## src/rtl/alu_pkg.sv

```systemverilog
package alu_pkg;
  typedef enum logic [3:0] {
    OP_ADD = 4'd0,
    OP_SUB = 4'd1,
    OP_ABS = 4'd2,
    OP_CMP = 4'd3,
    OP_NEG = 4'd4,
    OP_INC = 4'd5,
    OP_DEC = 4'd6,
    OP_AVG = 4'd7,
    OP_MAX = 4'd8,
    OP_MIN = 4'd9
  } alu_op_e;

  localparam int unsigned OP_W = 4;
endpackage

```

## src/rtl/alu_pre.sv

```systemverilog
module alu_pre
  import alu_pkg::*;
#(
  parameter int unsigned W = 16
) (
  input  logic [OP_W-1:0] op,
  input  logic [W-1:0]    a,
  input  logic [W-1:0]    b,
  output logic [W-1:0]    opa,
  output logic [W-1:0]    opb,
  output logic            cin
);
  localparam logic [W-1:0] K_ZERO = '0;
  localparam logic [W-1:0] K_ONE  = {{(W-1){1'b0}}, 1'b1};
  localparam logic [W-1:0] K_MONE = '1;

  logic a_neg;
  assign a_neg = a[W-1];

  always_comb begin
    opa = a;
    opb = b;
    cin = 1'b0;
    case (op)
      OP_ADD, OP_AVG: begin
        opb = b;
        cin = 1'b0;
      end
      OP_SUB, OP_CMP, OP_MAX, OP_MIN: begin
        opb = ~b;
        cin = 1'b1;
      end
      OP_ABS: begin
        opa = a ^ {W{a_neg}};
        opb = K_ZERO;
        cin = a_neg;
      end
      OP_NEG: begin
        opa = K_ZERO;
        opb = ~a;
        cin = 1'b1;
      end
      OP_INC: opb = K_ONE;
      OP_DEC: opb = K_MONE;
      default: ;
    endcase
  end
endmodule

```

## src/rtl/alu_adder.sv

```systemverilog
module alu_adder #(
  parameter int unsigned W        = 16,
  parameter bit          LSB_CARRY = 1'b1
) (
  input  logic [W-1:0] opa,
  input  logic [W-1:0] opb,
  input  logic         cin,
  output logic [W:0]   sum
);
  generate
    if (LSB_CARRY) begin : g_lsb
      logic [W+1:0] wide;
      logic         sum_lsb_unused;
      assign wide = {opa[W-1], opa, 1'b1} + {opb[W-1], opb, cin};
      assign {sum, sum_lsb_unused} = wide;
    end else begin : g_direct
      assign sum = {opa[W-1], opa} + {opb[W-1], opb} + {{W{1'b0}}, cin};
    end
  endgenerate
endmodule

```

## src/rtl/alu_post.sv

```systemverilog
module alu_post
  import alu_pkg::*;
#(
  parameter int unsigned W = 16
) (
  input  logic [OP_W-1:0] op,
  input  logic            sat_mode,
  input  logic [W-1:0]    a,
  input  logic [W-1:0]    b,
  input  logic            opa_msb,
  input  logic            opb_msb,
  input  logic [W:0]      sum,
  output logic [W-1:0]    value,
  output logic            c_out,
  output logic            n_out,
  output logic            z_out,
  output logic            wr_res,
  output logic            wr_flags
);
  localparam logic [W-1:0] S_MAX = {1'b0, {(W-1){1'b1}}};
  localparam logic [W-1:0] S_MIN = {1'b1, {(W-1){1'b0}}};

  logic         ovf;
  logic         carry;
  logic [W-1:0] clamped;

  assign ovf     = sum[W] ^ sum[W-1];
  assign carry   = sum[W] ^ opa_msb ^ opb_msb;
  assign clamped = ovf ? (sum[W] ? S_MIN : S_MAX) : sum[W-1:0];

  always_comb begin
    value    = clamped;
    c_out    = ovf;
    wr_res   = 1'b1;
    wr_flags = 1'b1;
    case (op)
      OP_ADD, OP_SUB: begin
        value = sat_mode ? clamped : sum[W-1:0];
        c_out = sat_mode ? ovf : carry;
      end
      OP_ABS, OP_NEG, OP_INC, OP_DEC: ;
      OP_CMP: wr_res = 1'b0;
      OP_AVG: begin
        value = sum[W:1];
        c_out = 1'b0;
      end
      OP_MAX: begin
        value = sum[W] ? b : a;
        c_out = 1'b0;
      end
      OP_MIN: begin
        value = sum[W] ? a : b;
        c_out = 1'b0;
      end
      default: begin
        wr_res   = 1'b0;
        wr_flags = 1'b0;
      end
    endcase
  end

  assign n_out = value[W-1];
  assign z_out = (value == '0);
endmodule

```

## src/rtl/dsp_alu.sv

```systemverilog
module dsp_alu
  import alu_pkg::*;
#(
  parameter int unsigned W         = 16,
  parameter bit          LSB_CARRY = 1'b1
) (
  input  logic         clk,
  input  logic         rst_n,
  input  logic         en,
  input  logic [3:0]   op,
  input  logic         sat_mode,
  input  logic [W-1:0] a,
  input  logic [W-1:0] b,
  output logic [W-1:0] res,
  output logic         flag_c,
  output logic         flag_n,
  output logic         flag_z
);
  logic [W-1:0] opa, opb, value;
  logic         cin, c_v, n_v, z_v, wr_res, wr_flags;
  logic [W:0]   sum;

  logic [W-1:0] res_d;
  logic         c_d, n_d, z_d;

  alu_pre #(.W(W)) u_pre (
    .op(op), .a(a), .b(b), .opa(opa), .opb(opb), .cin(cin)
  );

  alu_adder #(.W(W), .LSB_CARRY(LSB_CARRY)) u_add (
    .opa(opa), .opb(opb), .cin(cin), .sum(sum)
  );

  alu_post #(.W(W)) u_post (
    .op(op), .sat_mode(sat_mode), .a(a), .b(b),
    .opa_msb(opa[W-1]), .opb_msb(opb[W-1]), .sum(sum),
    .value(value), .c_out(c_v), .n_out(n_v), .z_out(z_v),
    .wr_res(wr_res), .wr_flags(wr_flags)
  );

  always_comb begin
    res_d = res;
    c_d   = flag_c;
    n_d   = flag_n;
    z_d   = flag_z;
    if (en && wr_res) res_d = value;
    if (en && wr_flags) begin
      c_d = c_v;
      n_d = n_v;
      z_d = z_v;
    end
  end

  always_ff @(posedge clk or negedge rst_n) begin
    if (!rst_n) begin
      res    <= '0;
      flag_c <= 1'b0;
      flag_n <= 1'b0;
      flag_z <= 1'b0;
    end else begin
      res    <= res_d;
      flag_c <= c_d;
      flag_n <= n_d;
      flag_z <= z_d;
    end
  end
endmodule

```

## config.mk

```make
export PLATFORM = sky130hd
export DESIGN_NAME = dsp_alu
export DESIGN_NICKNAME = d
export VERILOG_FILES = /design/src/rtl/alu_pkg.sv /design/src/rtl/alu_pre.sv /design/src/rtl/alu_adder.sv /design/src/rtl/alu_post.sv /design/src/rtl/dsp_alu.sv
export SDC_FILE = /design/constraint.sdc
export NUM_CORES = 1
export LEC_CHECK = 0
export BUFFER_PORTS_ARGS = -buffer_cell sky130_fd_sc_hd__clkbuf_2
export CAP_MARGIN = 20
export CORE_UTILIZATION = 55
export CTS_CLUSTER_DIAMETER = 80
export DETAILED_ROUTE_END_ITERATION = 10
export PLACE_DENSITY = 0.77
export RECOVER_POWER = 25
export SLEW_MARGIN = 20
export SYNTH_ARGS = -nofsm -noshare
export SYNTH_HDL_FRONTEND = slang
export SYNTH_HIERARCHICAL = 1
export SYNTH_SLANG_ARGS = --single-unit
```

## constraint.sdc

```tcl
create_clock -name clk -period 1.21 [get_ports clk]
set_clock_uncertainty 0.2 [all_clocks]
set_input_delay 0.121 -clock clk [delete_from_list [all_inputs] [get_ports clk]]
set_output_delay 0.121 -clock clk [all_outputs]
set_load 0.05 [all_outputs]
```

==> flow_summary.html, run 1 <==
<table>
<tr><th>Metric</th><th>Value</th></tr>
<tr><th colspan="2">Run status</th></tr>
<tr><td>Result of the run</td><td>did not finish</td></tr>
<tr><td>Failing step</td><td>global routing</td></tr>
<tr><td>Error that ended the run</td><td>[ERROR DPL-0038] Utilization greater than 100%, impossible to legalize</td></tr>
<tr><th colspan="2">Die</th></tr>
<tr><td>Die X</td><td>86.80 µm</td></tr>
<tr><td>Std-Cell Rows</td><td>30</td></tr>
<tr><td>Vertical die dimension</td><td>86.80 µm</td></tr>
<tr><td>Starting density of the core</td><td>57.58%</td></tr>
<tr><td>Number of top-level pins</td><td>59</td></tr>
<tr><th colspan="2">Synth</th></tr>
<tr><td>Number of enable-type register cells in the synthesized netlist</td><td>0</td></tr>
<tr><td>Synth area leaders</td><td>dfrtp_1, mux2i_1, ha_1</td></tr>
<tr><td>Gate count after technology mapping</td><td>471</td></tr>
<tr><td>Async set-reset flop share out of synthesis</td><td>100.0%</td></tr>
<tr><td>Synth Register Bits</td><td>19</td></tr>
<tr><td>Area of the mapped netlist</td><td>3955 µm²</td></tr>
<tr><td>Number of different library cells in the post-synthesis netlist</td><td>75</td></tr>
<tr><td>Yosys warns</td><td>6</td></tr>
<tr><td>Average instance area after synthesis</td><td>8.397 µm²</td></tr>
<tr><td>Post-synthesis net count</td><td>530</td></tr>
<tr><td>Primary flip-flop cell chosen by synthesis mapping</td><td>dfrtp_1</td></tr>
<tr><td>Cell taking the most area after synthesis</td><td>dfrtp_1</td></tr>
<tr><td>Part of the Yosys area used for sequential elements</td><td>12.02%</td></tr>
<tr><td>Portion of synthesized cell area occupied by the leading cell type</td><td>12.02%</td></tr>
<tr><th colspan="2">Clock tree</th></tr>
<tr><td>Clock root buffer</td><td>clkbuf_8</td></tr>
<tr><td>Cts bufs inserted</td><td>3</td></tr>
<tr><td>Number of levels in the clock H-tree</td><td>1</td></tr>
<tr><td>Num Clock Sinks</td><td>19</td></tr>
<tr><td>Number of buffers on the longest clock path</td><td>2</td></tr>
<tr><th colspan="2">Placement</th></tr>
<tr><td>Number of input and output port buffers inserted</td><td>58</td></tr>
<tr><td>Cell count after placement</td><td>744</td></tr>
<tr><td>Global placement routability congestion</td><td>0.8965</td></tr>
<tr><td>Half-perimeter wire length of the detailed placement result</td><td>10,340 µm</td></tr>
<tr><th colspan="2">Timing</th></tr>
<tr><td>Type of the worst endpoint after the last repair</td><td>register data pin</td></tr>
<tr><td>Endpoint with the least setup slack after the last global-route repair</td><td>flag_z$_DFFE_PN0P_/D</td></tr>
<tr><th colspan="2">Global routing</th></tr>
<tr><td>Maximum number of pins on one net before global-route repair</td><td>45</td></tr>
</table>
[timing repair]
| item | CTS |
|---|---|
| setup endpoints to repair | 31 |
| hold buffers | 1 |
| gates cloned | 6 |
| gates resized for setup | 136 |
| pin swaps | 44 |
| hold endpoints to repair | 19 |
| buffers inserted | 42 |
[stage by stage]
step / setup TNS (ps) / hold WS (ps) / instance area (µm²) / utilization [%] / worst slack (ps)
2_1_floorplan: -53140 / -374.6 / 4016 / - / -3159
3_3_place_gp: -58180 / -126.4 / 5391 / 78.49 / -3362
3_5_place_dp: -61100 / -91.07 / 5391 / 78.49 / -3578
4_1_cts: -51450 / 112.7 / 6502 / 94.66 / -3036
[kinds of logic after synthesis]
logic type               count (synthesis)  synth area share, %
flip-flops                              19                12.02
buffers and inverters                   51                7.878
multiplexers                            54                15.44
XOR/XNOR                                19                4.682
AO/OA/AOI/OAI                          195                37.71
adder cells (fa/ha/maj)                 19                6.201
AND/OR/NAND/NOR                        114                16.07
[Yosys cell counts, drive strengths merged (4+ instances only)]
cell type,n
a211oi,14
a21o,7
a21oi,20
a22o,17
a22oi,17
a31oi,4
and2,8
buf,34
clkbuf,10
dfrtp,19
ha,18
inv,7
mux2,23
mux2i,31
nand2,32
nand2b,21
nor2,21
nor2b,4
o21a,15
o21ai,37
o22a,16
o22ai,10
o2bb2ai,17
xnor2,11
xor2,8
==> inputs of run 2 (changes only) <==
--- a/config.mk
+++ b/config.mk
@@ -7,10 +7,9 @@
 export LEC_CHECK = 0
 export BUFFER_PORTS_ARGS = -buffer_cell sky130_fd_sc_hd__clkbuf_2
 export CAP_MARGIN = 20
-export CORE_UTILIZATION = 55
-export CTS_CLUSTER_DIAMETER = 80
+export CORE_UTILIZATION = 40
 export DETAILED_ROUTE_END_ITERATION = 10
-export PLACE_DENSITY = 0.77
+export PLACE_DENSITY_LB_ADDON = 0.15
 export RECOVER_POWER = 25
 export SLEW_MARGIN = 20
 export SYNTH_ARGS = -nofsm -noshare
==> flow_summary.html, run 2 <==
<table>
<tr><th>Metric</th><th>Value</th></tr>
<tr><th colspan="2">Global routing</th></tr>
<tr><td>Maximum number of pins on one net before global-route repair</td><td>45</td></tr>
<tr><td>Grt ovf</td><td>0</td></tr>
<tr><td>Antenna violations before repair</td><td>0</td></tr>
<tr><td>Global-route wire length before repair</td><td>21,870 µm</td></tr>
<tr><td>GRT Util Overall</td><td>26.56%</td></tr>
<tr><td>Number of global-route vias before repair</td><td>4,574</td></tr>
<tr><th colspan="2">Die</th></tr>
<tr><td>Std-Cell Rows</td><td>35</td></tr>
<tr><td>Die area</td><td>10,290 µm²</td></tr>
<tr><td>Starting density of the core</td><td>42.01%</td></tr>
<tr><td>Area of the core</td><td>9415 µm²</td></tr>
<tr><td>Die X</td><td>101.4 µm</td></tr>
<tr><td>Vertical die dimension</td><td>101.4 µm</td></tr>
<tr><td>Number of top-level pins</td><td>59</td></tr>
<tr><th colspan="2">Placement</th></tr>
<tr><td>Number of input and output port buffers inserted</td><td>58</td></tr>
<tr><td>Half-perimeter wire length of the detailed placement result</td><td>10,480 µm</td></tr>
<tr><td>Post-Place Worst Slack</td><td>-3405 ps</td></tr>
<tr><td>Global placement routability congestion</td><td>0.9136</td></tr>
<tr><th colspan="2">Pwr</th></tr>
<tr><td>Combinational cell fraction of total power</td><td>83.4%</td></tr>
<tr><td>Power dissipated by switching net loads</td><td>4370 µW</td></tr>
<tr><td>Lkg Pwr</td><td>0.002794 µW</td></tr>
<tr><td>Share of total power in sequential cells</td><td>11.9%</td></tr>
<tr><td>Worst IR drop on VDD</td><td>1147 µV</td></tr>
<tr><td>Clock Power Share</td><td>4.7%</td></tr>
<tr><td>Internal Power</td><td>4839 µW</td></tr>
<tr><td>Switching power as a share of total power</td><td>47.45%</td></tr>
<tr><td>P per Cell Area</td><td>1491 nW/µm²</td></tr>
<tr><th colspan="2">Synth</th></tr>
<tr><td>Synth Register Bits</td><td>19</td></tr>
<tr><td>Gate count after technology mapping</td><td>471</td></tr>
<tr><td>Cell taking the most area after synthesis</td><td>dfrtp_1</td></tr>
<tr><td>Post-synthesis net count</td><td>530</td></tr>
<tr><td>Average instance area after synthesis</td><td>8.397 µm²</td></tr>
<tr><td>Most numerous cell types in the synthesized netlist</td><td>mux2i_1, nand2_1, a21oi_1, nor2_1</td></tr>
<tr><td>Number of different library cells in the post-synthesis netlist</td><td>75</td></tr>
<tr><td>Synth area leaders</td><td>dfrtp_1, mux2i_1, ha_1</td></tr>
<tr><td>Part of the Yosys area used for sequential elements</td><td>12.02%</td></tr>
<tr><td>Portion of synthesized cell area occupied by the leading cell type</td><td>12.02%</td></tr>
<tr><td>Area of the mapped netlist</td><td>3955 µm²</td></tr>
<tr><td>Yosys warns</td><td>6</td></tr>
<tr><td>Async set-reset flop share out of synthesis</td><td>100.0%</td></tr>
<tr><td>Primary flip-flop cell chosen by synthesis mapping</td><td>dfrtp_1</td></tr>
<tr><td>Number of enable-type register cells in the synthesized netlist</td><td>0</td></tr>
<tr><th colspan="2">Clock tree</th></tr>
<tr><td>CTS clk-pin slew, worst paths</td><td>70 ps</td></tr>
<tr><td>TritonCTS clock tree</td><td>built</td></tr>
<tr><td>Number of levels in the clock H-tree</td><td>1</td></tr>
<tr><td>Clock root buffer</td><td>clkbuf_8</td></tr>
<tr><td>Number of buffers on the longest clock path</td><td>2</td></tr>
<tr><td>Worst-Skew Late Latency</td><td>250 ps</td></tr>
<tr><td>Cts bufs inserted</td><td>3</td></tr>
<tr><td>Num Clock Sinks</td><td>19</td></tr>
<tr><th colspan="2">Critical path</th></tr>
<tr><td>Critical path fanouts, max</td><td>12</td></tr>
<tr><td>Count of cells along the worst register-to-register path</td><td>1</td></tr>
<tr><td>Arrival time of the worst setup path</td><td>4300 ps</td></tr>
<tr><td>Startpoint of the lowest-slack register-to-register path</td><td>flag_z$_DFFE_PN0P_</td></tr>
<tr><td>R2r setup slk</td><td>240 ps</td></tr>
<tr><td>Worst Path Required</td><td>1210 ps</td></tr>
<tr><td>RR Endpoint</td><td>flag_z$_DFFE_PN0P_</td></tr>
<tr><td>Critical path capture point type</td><td>flip-flop</td></tr>
<tr><td>Setup Crit Path Kind</td><td>input port to flip-flop</td></tr>
<tr><td>Crit path launch type</td><td>input port</td></tr>
<tr><th colspan="2">Route</th></tr>
<tr><td>Drt via density</td><td>5.592</td></tr>
<tr><td>DRC violations left</td><td>0</td></tr>
<tr><td>Average detailed-routed wire length per instance</td><td>16.97 µm</td></tr>
<tr><td>Starting DRT DRC Count</td><td>156</td></tr>
<tr><td>DRT Wirelength</td><td>13,730 µm</td></tr>
<tr><td>Via Count</td><td>4,524</td></tr>
<tr><td>Drt pass-1 iters</td><td>4</td></tr>
<tr><td>DRT antenna net count</td><td>0</td></tr>
<tr><th colspan="2">Run</th></tr>
<tr><td>Max-cap violation count</td><td>0</td></tr>
<tr><th colspan="2">Finish</th></tr>
<tr><td>Layout area overhead</td><td>56.12%</td></tr>
<tr><td>Post-route core utilization</td><td>65.58%</td></tr>
<tr><td>Nets@finish</td><td>740</td></tr>
<tr><td>Ant diodes</td><td>0</td></tr>
<tr><td>Most common cell after layout, fill and taps aside</td><td>buf_4</td></tr>
<tr><td>Register with the most flip-flops</td><td>res</td></tr>
<tr><td>Fraction of layout instances using a drive strength above 1</td><td>51.32%</td></tr>
<tr><td>Flip-flop count of the largest register, all copies and words added</td><td>16</td></tr>
<tr><td>Number of filler instances in the final layout</td><td>816</td></tr>
<tr><td>Most used cells in the layout excluding fill and tap cells</td><td>buf_4, clkbuf_2, nand2_1, mux2i_1</td></tr>
<tr><th colspan="2">Run status</th></tr>
<tr><td>Result of the run</td><td>complete, but fails checks</td></tr>
<tr><td>Violated checks</td><td>negative setup slack</td></tr>
<tr><th colspan="2">Timing</th></tr>
<tr><td>Max Clk Rate</td><td>232.4 MHz</td></tr>
<tr><td>Setup repair after global routing missed its margin</td><td>true</td></tr>
<tr><td>Final count of hold timing violations</td><td>0</td></tr>
<tr><td>Max-slew headroom</td><td>61.91%</td></tr>
<tr><td>Final Max Slew Viols</td><td>0</td></tr>
<tr><td>Final worst-path setup slack</td><td>-3094 ps</td></tr>
<tr><td>Final critical path time including I/O delays and setup</td><td>4304 ps</td></tr>
<tr><td>Period utilization</td><td>355.7%</td></tr>
<tr><td>Tightest Pin Transition</td><td>571.3 ps</td></tr>
<tr><td>Count of endpoints failing setup in the final report</td><td>19</td></tr>
<tr><th colspan="2">Hold path</th></tr>
<tr><td>Class of the tightest hold or removal check</td><td>input port to flip-flop</td></tr>
<tr><td>Count of cells along the worst hold path</td><td>3</td></tr>
<tr><td>Hold-critical path endpoint</td><td>flag_c$_DFFE_PN0P_</td></tr>
<tr><td>Startpoint of the most critical hold path</td><td>en</td></tr>
</table>
-- run 2: per-stage QoR --
stage               setup TNS [ps]  area (µm²)  hold WS (ps)  total power (µW)  instances
detailed placement          -58280        5460        -102.9              7569        779
CTS                         -50930        6010         121.9              8825        801
global route                -54950        6175         126.7              9762        809
floorplan                   -53140        4016        -374.6              5270        471
finish                      -52660        6175         109.6              9209        809
global placement            -57510        5460        -117.1              7494        779
-- run 2: final cells by class --
type                       count  area (µm²)  area share, %
clock buffer                   4       45.04         0.7295
multi-input combinational    402        3567          57.77
timing repair buffer         248        1899          30.76
inverter                       7       26.28         0.4255
tap                          129       161.4          2.614
sequential                    19       475.5          7.700
-- run 2: worst max path at each step --
stage | from | to | slack [ps] | cells after the start
floorplan | op[1] | flag_z$_DFFE_PN0P_ | -3160 | 23
global placement | op[1] | flag_z$_DFFE_PN0P_ | -3400 | 23
detailed placement | op[1] | flag_z$_DFFE_PN0P_ | -3410 | 23
CTS | op[3] | flag_z$_DFFE_PN0P_ | -2980 | 23
global route | op[3] | flag_z$_DFFE_PN0P_ | -3230 | 22
finish | op[3] | flag_z$_DFFE_PN0P_ | -3090 | 24
-- run 2: timing repair --
| action | in CTS | in global routing |
|---|---|---|
| endpoints found under the hold margin | 19 | 0 |
| setup buffers | 16 | 9 |
| hold buffers | 1 | 0 |
| pin swaps | 20 | 19 |
| cloned | 2 | 0 |
| setup endpoints to repair | 29 | 32 |
| gates resized for setup | 71 | 40 |
-- run 2: cell families after synthesis --
family	Yosys count	synth area share, %
simple gates	114	16.07
fa+ha+maj	19	6.201
mux	54	15.44
xor+xnor	19	4.682
buf+inv	51	7.878
flops	19	12.02
compound gates	195	37.71
-- run 2: power groups by stage --
stage          clock network (µW)  registers, µW  logic (µW)
2_1_floorplan                   0           2160        3110
3_3_place_gp                    0           1090        6410
3_5_place_dp                    0           1100        6460
4_1_cts                       442           1100        7280
5_1_grt                       485           1130        8150
6_report                      434           1100        7680
-- run 2: per-layer routing --
| layer | track usage [%] | share of wire, % |
|---|---|---|
| met2 | 47.20 | 49 |
| met3 | 2.139 | 2.6 |
| met4 | 8.138 | 2.7 |
| met1 | 34.10 | 46 |
| met5 | 0 | 0 |
-- run 2: worst max-delay path, stage by stage --
cell and delay (ps):
clkbuf_8 120, buf_6 120, nor2_4 170, buf_4 170, nand2_2 90, buf_12 170, o2bb2ai_1 120, ha_2 350
a21oi_2 60, nand4b_1 220, nand2_2 150, a31oi_4 110, o311ai_2 240, xor2_1 210, inv_1 100, ha_4 310
nor3b_4 60, buf_12 150, a211oi_4 220, o22ai_2 110, a21boi_4 160, or4_4 500, nor3_2 110, mux2_2 160
Power figures use the tool's default switching activity.
